File: src/rtl/adc_2w_port.sv
module adc_2w_port #(
  parameter int WORD_W   = 24,
  parameter int HOLD_CYC = 64
) (
  input  logic              clk,
  input  logic              rst_n,
  input  logic              sclk,
  input  logic              conv_done,
  input  logic [WORD_W-1:0] conv_word,
  output logic              rdy_dout,
  output logic              cal_req,
  output logic              sleep_req,
  output logic              wake_req
);

  localparam int CW = $clog2(WORD_W + 3);
  localparam int HW = $clog2(HOLD_CYC + 1);
  localparam logic [CW-1:0] N_LAST = CW'(WORD_W);
  localparam logic [CW-1:0] N_REL  = CW'(WORD_W + 1);
  localparam logic [CW-1:0] N_CAL  = CW'(WORD_W + 2);
  localparam logic [HW-1:0] HI_TOP = HW'(HOLD_CYC - 1);
  localparam logic [1:0] ST_WAIT  = 2'd0;
  localparam logic [1:0] ST_DATA  = 2'd1;
  localparam logic [1:0] ST_SLEEP = 2'd2;

  logic [2:0]        sy;
  logic [1:0]        st;
  logic [CW-1:0]     cnt;
  logic [HW-1:0]     hi_cnt;
  logic [WORD_W-1:0] sh;
  logic              cal_wake;

  wire s_hi    = sy[1];
  wire rise    = sy[1] & ~sy[2];
  wire fall    = ~sy[1] & sy[2];
  wire in_data = (st == ST_DATA);
  wire long_hi = in_data && s_hi && (hi_cnt == HI_TOP);
  wire take    = conv_done && (cnt == '0 || cnt == N_LAST || cnt == N_REL);

  always_ff @(posedge clk or negedge rst_n) begin
    if (!rst_n) sy <= '0;
    else        sy <= {sy[1:0], sclk};
  end

  always_ff @(posedge clk or negedge rst_n) begin
    if (!rst_n)                      hi_cnt <= '0;
    else if (!in_data || !s_hi)      hi_cnt <= '0;
    else if (hi_cnt != HI_TOP)       hi_cnt <= hi_cnt + 1'b1;
  end

  always_ff @(posedge clk or negedge rst_n) begin
    if (!rst_n) begin
      st        <= ST_WAIT;
      cnt       <= '0;
      sh        <= '0;
      rdy_dout  <= 1'b1;
      cal_req   <= 1'b0;
      sleep_req <= 1'b0;
      wake_req  <= 1'b0;
      cal_wake  <= 1'b0;
    end else begin
      cal_req   <= 1'b0;
      sleep_req <= 1'b0;
      wake_req  <= 1'b0;
      case (st)
        ST_WAIT: begin
          if (conv_done) begin
            sh       <= conv_word;
            rdy_dout <= 1'b0;
            cnt      <= '0;
            st       <= ST_DATA;
          end
        end
        ST_DATA: begin
          if (long_hi) begin
            st        <= ST_SLEEP;
            rdy_dout  <= 1'b1;
            sleep_req <= 1'b1;
            cal_wake  <= (cnt == N_CAL);
          end else if (take) begin
            sh       <= conv_word;
            rdy_dout <= 1'b0;
            cnt      <= '0;
          end else if (rise) begin
            if (cnt < N_LAST) begin
              rdy_dout <= sh[WORD_W-1];
              sh       <= {sh[WORD_W-2:0], 1'b0};
              cnt      <= cnt + 1'b1;
            end else if (cnt == N_LAST) begin
              rdy_dout <= 1'b1;
              cnt      <= cnt + 1'b1;
            end else if (cnt == N_REL) begin
              cnt <= cnt + 1'b1;
            end
          end else if (fall && cnt == N_CAL) begin
            cal_req  <= 1'b1;
            rdy_dout <= 1'b1;
            st       <= ST_WAIT;
          end
        end
        default: begin
          if (fall) begin
            wake_req <= 1'b1;
            cal_req  <= cal_wake;
            st       <= ST_WAIT;
          end
        end
      endcase
    end
  end

endmodule


File: config.mk
export PLATFORM = sky130hd
export DESIGN_NAME = adc_2w_port
export DESIGN_NICKNAME = d
export VERILOG_FILES = /design/src/rtl/adc_2w_port.sv
export SDC_FILE = /design/constraint.sdc
export NUM_CORES = 1
export LEC_CHECK = 0
export ABC_AREA = 1
export BUFFER_PORTS_ARGS = -buffer_cell sky130_fd_sc_hd__buf_2
export CORE_UTILIZATION = 35
export CTS_CLUSTER_SIZE = 8
export DETAILED_ROUTE_END_ITERATION = 6
export SLEW_MARGIN = 25
export SYNTH_ARGS = -nofsm -noshare
export SYNTH_HDL_FRONTEND = slang
export SYNTH_SLANG_ARGS = --single-unit
File: constraint.sdc
create_clock -name clk -period 1.7 [get_ports clk]
set_input_delay 0 -clock clk [delete_from_list [all_inputs] [get_ports clk]]
set_output_delay 0 -clock clk [all_outputs]
set_load 0.02 [all_outputs]
## After elaboration in Yosys (flattened, before gate mapping)

Cells that the tools add are included.

| cells by class | value |
|---|---|
| bitwise logic cells | 4 |
| multiply operators | 0 |
| muxes and demuxes | 41 |
| $lt $le $gt $ge | 1 |
| div/mod/pow operators | 0 |
| reductions and logical operators | 20 |
| eq/ne operators | 16 |
| add/sub/neg operators | 2 |
| shift operators | 0 |

Operators by type and width:

| operator | number |
|---|---|
| $mux 24 | 5 |
| $pmux 24 s2 | 1 |
| $mux 5 | 7 |
| $mux 1 | 16 |
| $eq 5x5->1 const B | 3 |
| $reduce_and 5->1 | 3 |
| $mux 7 | 2 |
| $mux 2 | 6 |
| $pmux 5 s2 | 1 |
| $add 7x1->7 const B | 1 |
| $eq 7x6->1 const B | 1 |
| $ne 7x6->1 const B | 1 |
| $ne 3x1->1 const B | 2 |
| $ne 3x2->1 const B | 2 |
| $ne 6x2->1 const B | 1 |
| $add 5x1->5 const B | 1 |
| $logic_not 5->1 | 1 |
| $lt 5x5->1 const B | 1 |
| $ne 5x1->1 const B | 1 |
| $ne 5x2->1 const B | 1 |
| $logic_and 1x1->1 | 4 |
| $ne 2x2->1 const B | 2 |
| $pmux 1 s2 | 2 |
| $pmux 2 s2 | 1 |
| 12 further kinds | 18 |

| word-level totals | value |
|---|---|
| memories | 0 |
| memory bits (read-only) | 0 |
| bits in latches | 0 |
| flip-flop bits (word level) | 46 |
| RAM bits | 0 |
| logic and storage cells | 94 |

## Longest topological paths before layout

Gate-level depths: netlist (run 1).

| logic depth | value |
|---|---|
| word-level depth | 8 |
| mapped depth | 14 |
| depth with buffers taken out | 12 |

## Least setup slack after synthesis (run 1)

OpenSTA, ideal clock, no wires.

| timing | value |
|---|---|
| path kind | register to register |
| from | reg cnt[0] |
| to | reg sh[10] |
| data arrival time | 1,536 ps |
| period minus slack after synthesis | 1,653 ps |
| required time | 1,584 ps |
| stages on the path, launching flop included | 14 |
| slack | 47 ps |
| cell sequence | dfrtp_1 > inv_1 > ha_1 > nand2_2 > nand2_1 > nand2_2 > nand2_2 > nand2_4 > nand2_2 > nor2_1 > nor2_4 > buf_4 > nand2_1 > nand2_1 |

| on the way | value |
|---|---|
| word-level cells in the longest chain between the ends | 7 |
| elaborated cells on any way between the ends | 13 |
| classes of those cells | order compare (1); eq/ne (4); mux (3); reduce/logical (5) |

Ends and longest elaborated chain:

| element | RTL line | RTL |
|---|---|---|
| start: declaration | 28 | `logic [CW-1:0] cnt;` |
| start signal: assignment | 88 | `cnt <= cnt + 1'b1;` |
| start signal: assignment | 91 | `cnt <= cnt + 1'b1;` |
| start signal: assignment | 93 | `cnt <= cnt + 1'b1;` |
| $eq 5x5->1 / $logic_not 5->1 (equally long branches) | 38 | `wire take = conv_done && (cnt == '0 \|\| cnt == N_LAST \|\| cnt == N_REL);` |
| $logic_or 1x1->1 (2 in series) | 38 |  |
| $logic_and 1x1->1 | 38 |  |
| $mux 24 | 80 | `end else if (take) begin` |
| $mux 24 | 75 | `if (long_hi) begin` |
| $pmux 24 s2 | 65 | `case (st)` |
| end signal: assignment | 68 | `sh <= conv_word;` |
| end signal: assignment | 81 | `sh <= conv_word;` |
| end signal: assignment | 87 | `sh <= {sh[WORD_W-2:0], 1'b0};` |
| end: declaration | 30 | `logic [WORD_W-1:0] sh;` |

Several ways; a longest one is shown, not always the timed one. The select of a mux whose other input is x is not followed.
A chain may end at the register's enable or synchronous reset.

## Worst setup path in the final report (run 1)

| timing | value |
|---|---|
| from | reg cnt[0] |
| to | reg sh[23] |

Same word-level chain as after synthesis.

==> results of run 1 <==
==> sequential cells by signal, indices dropped and copies added, names as in the netlist <==
register and count:
hi_cnt 7, cal_req 1, cal_wake 1, cnt 5
wake_req 1, sh 24, rdy_dout 1, sleep_req 1
st 2, sy 3
==> metrics by stage <==
step                setup slack (ps)  total power, mW  std cells  area [sq um]
floorplan                      47.31            3.069        337          2519
global placement               39.97            3.464        466          2825
detailed placement            -4.503            3.501        466          2825
CTS                            4.715            4.341        500          3184
global route                  -134.7            5.030        505          3334
finish                        -10.59            4.627        505          3334
==> cell type report <==
cell class                      count  area share (%)
Clock inverter                      1          0.1501
Tap cell                           96           3.602
Clock buffer                        7           2.589
Timing Repair Buffer               76           19.02
Multi-Input combinational cell    256           37.45
Sequential cell                    46           34.56
Inverter                           23           2.627
==> power breakdown <==
group	internal (mW)	switching (mW)
registers	1.43	0.185
logic	0.973	1.34
clock network	0.329	0.368
total	2.73	1.89
==> routing by layer <==
metal / vias up / global-route usage, % / share of wire (%)
li1: 1192 / - / -
met1: 1052 / 21.13 / 51
met2: 31 / 25.63 / 46
met3: 5 / 2.381 / 2.2
met4: 0 / 6.970 / 1.4
met5: - / 0 / 0
==> repair_timing <==
action,in CTS,in global routing
hold buffers,22,0
endpoints found under the hold margin,44,0
gates resized for setup,3,20
buffers inserted,3,3
cloned,1,3
pin swaps,2,5
setup endpoints to repair,21,31
==> tightest hold or removal path: stages <==
cell and delay, ps:
buf_2 70, nand2_1 40, nand2_1 60, nand2_1 50, nand2_1 50
==> layout by cell type, fill, tap and decap left out <==
cell type      instances
buf_6                  7
nand2_2               10
dlygate4sd3_1         22
buf_2                 31
o21ai_0                8
inv_1                 18
a31oi_1                1
nor3_1                 1
nand2_8                2
dfstp_2                1
xor2_1                 3
nand2_4                3
a21oi_4                1
buf_4                 12
clkbuf_8               6
nand3_2                2
xnor2_1                1
nand4_4                1
nor2_2                 2
clkbuf_1               1
nor2_1                17
nor2_4                 2
inv_2                  4
clkbuf_16              2
ha_4                   1
nand4_1                1
buf_12                 2
nand3_1               41
nand2_1              154
dfrtp_1               45
clkinv_2               2
ha_1                   4
a21oi_1                1
==> worst max-delay path by stage <==
stage | from | end | slack (ps) | cells after the start
after floorplan | cnt[0]$_DFFE_PN0P_ | sh[10]$_DFFE_PN0P_ | 50 | 13
after global placement | cnt[0]$_DFFE_PN0P_ | sh[0]$_DFFE_PN0P_ | 40 | 11
after detailed placement | cnt[0]$_DFFE_PN0P_ | sh[23]$_DFFE_PN0P_ | -5 | 11
after CTS | cnt[0]$_DFFE_PN0P_ | sh[23]$_DFFE_PN0P_ | 5 | 13
after global routing | cnt[1]$_DFFE_PN0P_ | sh[23]$_DFFE_PN0P_ | -130 | 13
final | cnt[0]$_DFFE_PN0P_ | sh[23]$_DFFE_PN0P_ | -10 | 13
==> cells by family after synthesis <==
| kind of cell | Yosys count |
|---|---|
| XOR/XNOR | 4 |
| buffers and inverters | 36 |
| AO/OA/AOI/OAI | 11 |
| AND/OR/NAND/NOR | 235 |
| adder cells (fa/ha/maj) | 5 |
| flip-flops | 46 |
==> results.json, run 1 <==
{
  "status": "finished, violations left",
  "violations": "setup timing",
  "postSynthCellCount": 337,
  "fin_crit_sh_pct": 100.6,
  "fp.dieW_um": 86.83,
  "drt-total-wl_um": 5668,
  "dr.pass1.iters": 4,
  "finClkSkew_ps": 8.560,
  "hold_path_class": "in -> reg",
  "cts_tree": "yes",
  "cap_violations": 0,
  "max_freq_mhz": 584.6,
  "yosysWarningCount": 0,
  "min_period_ps": 1711,
  "synth_xor_area_share_pct": 1.391,
  "ys_seq_area_share_pct": 45.75,
  "startpoint_type": "register",
  "grt_max_degree": 25,
  "syn-num-nets": 370,
  "synthSimpleGateAreaFrac_pct": 39.99,
  "worst_pin_slew_ps": 586.7,
  "drive_gt1_share_pct": 22.25,
  "drcViolationCount": 0,
  "slowest_delay_ps": 410,
  "synth_top_family_by_area": "simple AND/OR/NAND/NOR gates",
  "worst-endpoint-required_ps": 1940,
  "regToRegStartpoint": "cnt[0]$_DFFE_PN0P_",
  "via_per_inst": 4.515,
  "grt_pass1_wl_um": 9342,
  "synthTopCellsByCount": "nand2_1, dfrtp_1, nand3_1",
  "critPathTopFamily": "simple AND/OR/NAND/NOR gates",
  "area_delta_synth_final_pct": 32.39,
  "antenna_found_initial": 0,
  "hold_violations": 0,
  "reg2reg_depth": 13,
  "grt-ovfl-total": 0,
  "start_util_pct": 36.67,
  "clock_path_buffers": 2,
  "tns_ps": -30.82,
  "hp-start": "conv_word[22]",
  "maxSlewViolCount": 0,
  "min_to": "sh[22]$_DFFE_PN0P_",
  "dieArea_sq_um": 7539,
  "rows": 30,
  "die-height_um": 86.83,
  "cts.sinks": 46,
  "multi_input_area_sq_um": 1249,
  "rsz0062_at_grt": "true",
  "crit_chain": "inv_2, ha_4, nand2_2, nand2_2, nand2_2, nand2_2, nand2_4, nand2_4, nor2_2, nor2_4, clkbuf_16, nand2_1, nand2_1",
  "vias": 2280,
  "worstHoldPathCells": 5,
  "fin_nets": 441,
  "grt_pass1_vias": 2124,
  "r2r_slack_ps": -10,
  "cts_buffers": 5,
  "cts_max_level": 2,
  "n_fill_cell": 693,
  "synthFlopType": "dfrtp_1",
  "setup_ws_ps": -10.59,
  "coreArea_sq_um": 6869,
  "io_pins": 32,
  "synthAdderAreaFrac_pct": 2.484,
  "synth_top_cell_area_share_pct": 44.71,
  "ys_seq_elements": 46,
  "drt_iter0_drc": 86,
  "p_leak_nw": 1.789,
  "async_reset_ff_share_pct": 100.0,
  "clk_latency_ps": 300,
  "arrival_ps": 1950,
  "io_buffer_count": 31,
  "netlist_area_sq_um": 2519,
  "antenna-diode-count": 0,
  "power_density_nw_per_um2": 1388,
  "synth_largest_area_cell": "dfrtp_1",
  "route.antenna.remaining_nets": 0,
  "max-vdd-ir-drop_uv": 514.7,
  "postSynthAreaPerCell_sq_um": 7.474,
  "clockRootBuffer": "clkbuf_8",
  "grt_usage_pct": 15.87,
  "path_class": "reg -> reg",
  "synth.area.mux_share_pct": 0,
  "synth.most_common_cell": "nand2_1",
  "synthTopCellsByArea": "dfrtp_1, nand2_1, nand3_1",
  "fin_util_pct": 48.54,
  "slowest_stage": "dfrtp_1",
  "place.gp.congestion": 0.7712,
  "clk_pin_slew_ps": 80,
  "cp-end-kind": "register",
  "timing.rr.end": "sh[23]$_DFFE_PN0P_",
  "synth.distinct_cells": 27,
  "cp_max_fo": 6,
  "setup_viol": 5,
  "worst-path-buf-inv": 2,
  "synth_compound_area_share_pct": 2.683,
  "dp_hpwl_um": 3560,
  "slew_headroom_pct": 60.89,
  "cp_common_cell": "nand2_2",
  "holdWs_ps": 4.423,
  "synth_edf_count": 0,
  "wl_per_cell_um": 11.22,
  "register_area_sq_um": 1152
}
(Power assumes the default switching activity.)
==> run 2: changes to the inputs <==
--- a/config.mk
+++ b/config.mk
@@ -8,8 +8,10 @@
 export ABC_AREA = 1
 export BUFFER_PORTS_ARGS = -buffer_cell sky130_fd_sc_hd__buf_2
 export CORE_UTILIZATION = 35
+export CTS_BUF_LIST = sky130_fd_sc_hd__clkbuf_8
 export CTS_CLUSTER_SIZE = 8
 export DETAILED_ROUTE_END_ITERATION = 6
+export HOLD_SLACK_MARGIN = 0.03
 export SLEW_MARGIN = 25
 export SYNTH_ARGS = -nofsm -noshare
 export SYNTH_HDL_FRONTEND = slang
==> results.json, run 2 (same netlist as run 1, synthesis figures left out) <==
{
  "worst-endpoint-required_ps": 1940,
  "vias": 2283,
  "clockRootBuffer": "clkbuf_8",
  "cts_tree": "yes",
  "die-height_um": 86.83,
  "hold_violations": 0,
  "top_register": "sh",
  "maxSlewViolCount": 0,
  "cts_buffers": 5,
  "postLayoutCellArea_sq_um": 3374,
  "post-place-ws_ps": -4.503,
  "clk_pin_slew_ps": 80,
  "reg.largest.list": "sh (24), hi_cnt (7), cnt (5)",
  "drive_gt1_share_pct": 22.03,
  "slew_headroom_pct": 60.96,
  "holdWs_ps": 201.5,
  "cp_max_fo": 6,
  "clk_latency_ps": 300,
  "rsz0062_at_grt": "true",
  "place.gp.congestion": 0.7712,
  "area_delta_synth_final_pct": 33.98,
  "place_inst": 466,
  "coreArea_sq_um": 6869,
  "start_util_pct": 36.67,
  "rows": 30,
  "drcViolationCount": 0,
  "fin_nets": 445,
  "final_common_cell": "nand2_1",
  "cap_violations": 0,
  "startpoint_type": "register",
  "grt-ovfl-total": 0,
  "largest_reg_flops": 24,
  "p_leak_nw": 1.810,
  "grt_max_degree": 25,
  "via_per_inst": 4.485,
  "final_cells": 509,
  "hold_path_class": "in -> reg",
  "dieArea_sq_um": 7539,
  "power_density_nw_per_um2": 1373,
  "grt_pass1_wl_um": 9397,
  "drt-total-wl_um": 5690,
  "cts_max_level": 2,
  "setup_viol": 7,
  "status": "finished, violations left",
  "clock_path_buffers": 2,
  "tns_ps": -54.83,
  "max_freq_mhz": 583.0,
  "max-vdd-ir-drop_uv": 514.6,
  "dp_hpwl_um": 3560,
  "antenna-diode-count": 0,
  "cts.sinks": 46,
  "setup_ws_ps": -15.22,
  "drt_iter0_drc": 114,
  "io_pins": 32,
  "violations": "setup timing",
  "antenna_found_initial": 0,
  "finClkSkew_ps": 8.599,
  "dr.pass1.iters": 4,
  "io_buffer_count": 31,
  "cp-end-kind": "register",
  "placed_area_sq_um": 2825,
  "fin_crit_sh_pct": 100.9,
  "wl_per_cell_um": 11.18,
  "grt_pass1_vias": 2130,
  "worst_pin_slew_ps": 585.7,
  "fin_util_pct": 49.13,
  "final_cell_mix": "nand2_1, dfrtp_1, nand3_1, buf_2, dlygate4sd3_1",
  "min_period_ps": 1715,
  "path_class": "reg -> reg",
  "grt_usage_pct": 15.95,
  "route.antenna.remaining_nets": 0,
  "fp.dieW_um": 86.83,
  "arrival_ps": 1960,
  "finalPower_mw": 4.633
}
==> run 2: metal layers <==
layer	GRT usage, %	vias to the layer above	part of all wire [%]
li1	-	1198	-
met1	21.37	1049	50
met2	25.63	31	46
met4	6.970	0	1.4
met3	2.381	5	2.2
met5	0	-	0
==> run 2: path summary, 6_finish.rpt <==
check	from	to	slack (ps)	depth (start not counted)
max	cnt[0]$_DFFE_PN0P_	sh[23]$_DFFE_PN0P_	-20	13
min	conv_done	rdy_dout$_DFFE_PN1P_	200	7
max reg2reg	cnt[0]$_DFFE_PN0P_	sh[23]$_DFFE_PN0P_	-20	13
min reg2reg	sy[0]$_DFF_PN0_	sy[1]$_DFF_PN0_	360	0
max in group asynchronous	rst_n	rdy_dout$_DFFE_PN1P_	870	3
min in group asynchronous	rst_n	cnt[4]$_DFFE_PN0P_	230	2
==> run 2: layout make-up <==
type / count / area, sq um
fillers: 690 / 3495
multi-input cells: 256 / 1249
flip-flops and latches: 46 / 1152
repair buffers: 80 / 674.4
well taps: 96 / 120.1
inverters: 23 / 87.58
clock buffers: 6 / 82.58
clock inverters: 2 / 8.758
==> run 2: worst max-delay path: stages, from the launching register on <==
cell	delay (ps)
dfrtp_1	410
inv_2	90
ha_4	130
nand2_2	60
nand2_2	70
nand2_2	50
nand2_2	70
nand2_4	100
nand2_4	100
nor2_2	50
nor2_4	230
clkbuf_16	200
nand2_1	50
nand2_1	60
==> run 2: report_power, final <==
part / internal (mW) / total [mW] / switching, mW / leakage, nW
Sequential: 1.43 / 1.62 / 0.185 / 0.590
Clock: 0.323 / 0.690 / 0.368 / 0.0524
Combinational: 0.979 / 2.32 / 1.35 / 1.17
==> run 2: what timing repair did <==
action | in CTS | in global routing
hold buffers | 26 | 0
pin swaps | 2 | 5
resized for setup | 3 | 20
gates cloned | 1 | 3
endpoints found under the setup margin | 21 | 31
endpoints found under the hold margin | 48 | 0
setup buffers | 3 | 3
==> run 3: changes to the inputs <==
--- a/config.mk
+++ b/config.mk
@@ -7,11 +7,14 @@
 export LEC_CHECK = 0
 export ABC_AREA = 1
 export BUFFER_PORTS_ARGS = -buffer_cell sky130_fd_sc_hd__buf_2
-export CORE_UTILIZATION = 35
+export CAP_MARGIN = 20
+export CORE_UTILIZATION = 54
 export CTS_BUF_LIST = sky130_fd_sc_hd__clkbuf_8
 export CTS_CLUSTER_SIZE = 8
 export DETAILED_ROUTE_END_ITERATION = 6
 export HOLD_SLACK_MARGIN = 0.03
+export PLACE_DENSITY = 0.78
+export SKIP_CTS_REPAIR_TIMING = 1
 export SLEW_MARGIN = 25
 export SYNTH_ARGS = -nofsm -noshare
 export SYNTH_HDL_FRONTEND = slang
==> results.json, run 3 (same netlist as run 1, synthesis figures left out) <==
{
  "status": "finished, violations left",
  "violations": "hold timing, setup timing",
  "cts_tree": "yes",
  "fin_nets": 433,
  "startpoint_type": "register",
  "rsz0062_at_grt": "true",
  "grt-ovfl-total": 0,
  "clockRootBuffer": "clkbuf_8",
  "power_density_nw_per_um2": 1475,
  "max_freq_mhz": 562.5,
  "area_delta_synth_final_pct": 27.37,
  "largest_reg_flops": 24,
  "dp_hpwl_um": 3309,
  "io_buffer_count": 31,
  "wl_per_cell_um": 13.41,
  "postLayoutCellArea_sq_um": 3208,
  "dr.pass1.iters": 5,
  "clock_path_buffers": 2,
  "slew_headroom_pct": 62.55,
  "via_per_inst": 5.313,
  "grt_pass1_vias": 2008,
  "rows": 24,
  "io_pins": 32,
  "clk_latency_ps": 310,
  "place.gp.congestion": 0.7966,
  "die-height_um": 70.30,
  "antenna-diode-count": 0,
  "tns_ps": -458.4,
  "grt_max_degree": 47,
  "grt_pass1_wl_um": 8728,
  "route.antenna.remaining_nets": 0,
  "hold_path_class": "in -> reg",
  "maxSlewViolCount": 0,
  "cts_max_level": 2,
  "drive_gt1_share_pct": 22.19,
  "holdWs_ps": -20.37,
  "dieArea_sq_um": 4941,
  "max-vdd-ir-drop_uv": 812.7,
  "fp.dieW_um": 70.30,
  "r2r_slack_ps": -80,
  "drt_iter0_drc": 216,
  "cp_max_fo": 12,
  "p_leak_nw": 1.751,
  "coreArea_sq_um": 4414,
  "arrival_ps": 1970,
  "vias": 2407,
  "cp-end-kind": "register",
  "top_register": "sh",
  "reg.largest.list": "sh (24), hi_cnt (7), cnt (5)",
  "hold_violations": 4,
  "grt_usage_pct": 21.95,
  "worst-endpoint-required_ps": 1890,
  "fin_crit_sh_pct": 104.6,
  "antenna_found_initial": 0,
  "final_cell_mix": "nand2_1, dfrtp_1, nand3_1, buf_2",
  "path_class": "reg -> reg",
  "finClkSkew_ps": 14.35,
  "min_period_ps": 1778,
  "setup_viol": 23,
  "worst_pin_slew_ps": 561.7,
  "cts_buffers": 5,
  "final_common_cell": "nand2_1",
  "setup_ws_ps": -77.94,
  "placed_area_sq_um": 2743,
  "drcViolationCount": 0,
  "clk_pin_slew_ps": 100,
  "cap_violations": 0,
  "drt-total-wl_um": 6074,
  "cts.sinks": 46,
  "start_util_pct": 57.06
}
[run 3: metrics by stage]
stage                     setup slack, ps  util [%]  hold WS, ps  cells  total power [mW]
final                              -77.94     72.68       -20.37    453             4.733
after global routing               -162.9     72.68        23.57    453             5.067
after CTS                          -62.60     64.29       -205.0    428             4.153
after detailed placement           -31.04     62.13        109.3    420             3.456
after global placement              37.22     62.13        110.2    420             3.386
after floorplan                     47.31         -       -295.6    337             3.069
[run 3: critical path, cell delays in order, from the launching register on]
cell,delay [ps]
dfrtp_1,410
inv_2,90
ha_4,130
nand2_2,60
nand2_2,70
nand2_2,60
nand2_4,90
nand2_8,90
a21oi_4,240
buf_12,160
nand2_8,90
nand2_1,90
nand2_1,90
[run 3: path summary, 6_finish.rpt]
path                                         start              endpoint  cells past startpoint
worst max-delay path            cnt[0]$_DFFE_PN0P_     sh[3]$_DFFE_PN0P_                     12
worst min-delay path                 conv_word[20]    sh[20]$_DFFE_PN0P_                      5
worst max register to register  cnt[0]$_DFFE_PN0P_     sh[3]$_DFFE_PN0P_                     12
worst min register to register     sy[0]$_DFF_PN0_       sy[1]$_DFF_PN0_                      0
max in group asynchronous                    rst_n  rdy_dout$_DFFE_PN1P_                      3
min in group asynchronous                    rst_n     sh[3]$_DFFE_PN0P_                      3
[run 3: per-layer routing]
| metal | up-vias | wire, um | track usage [%] |
|---|---|---|---|
| li1 | 1172 | - | - |
| met1 | 1124 | 2534 | 29.61 |
| met2 | 94 | 3009 | 35.56 |
| met3 | 17 | 357 | 4.185 |
| met4 | 0 | 174 | 7.111 |
| met5 | - | 0 | 0 |
[run 3: layout make-up]
class                   count  area, sq um
flip-flops and latches     46         1152
clock buffers               6        82.58
multi-input cells         257         1269
repair buffers             67        539.3
inverters                  23        87.58
well taps                  52        65.06
fillers                   326         1206
clock inverters             2        12.51
[run 3: power breakdown]
part / internal (mW) / switching [mW]
sequential: 1.43 / 0.217
clock: 0.327 / 0.375
combinational: 0.954 / 1.43
total: 2.71 / 2.02
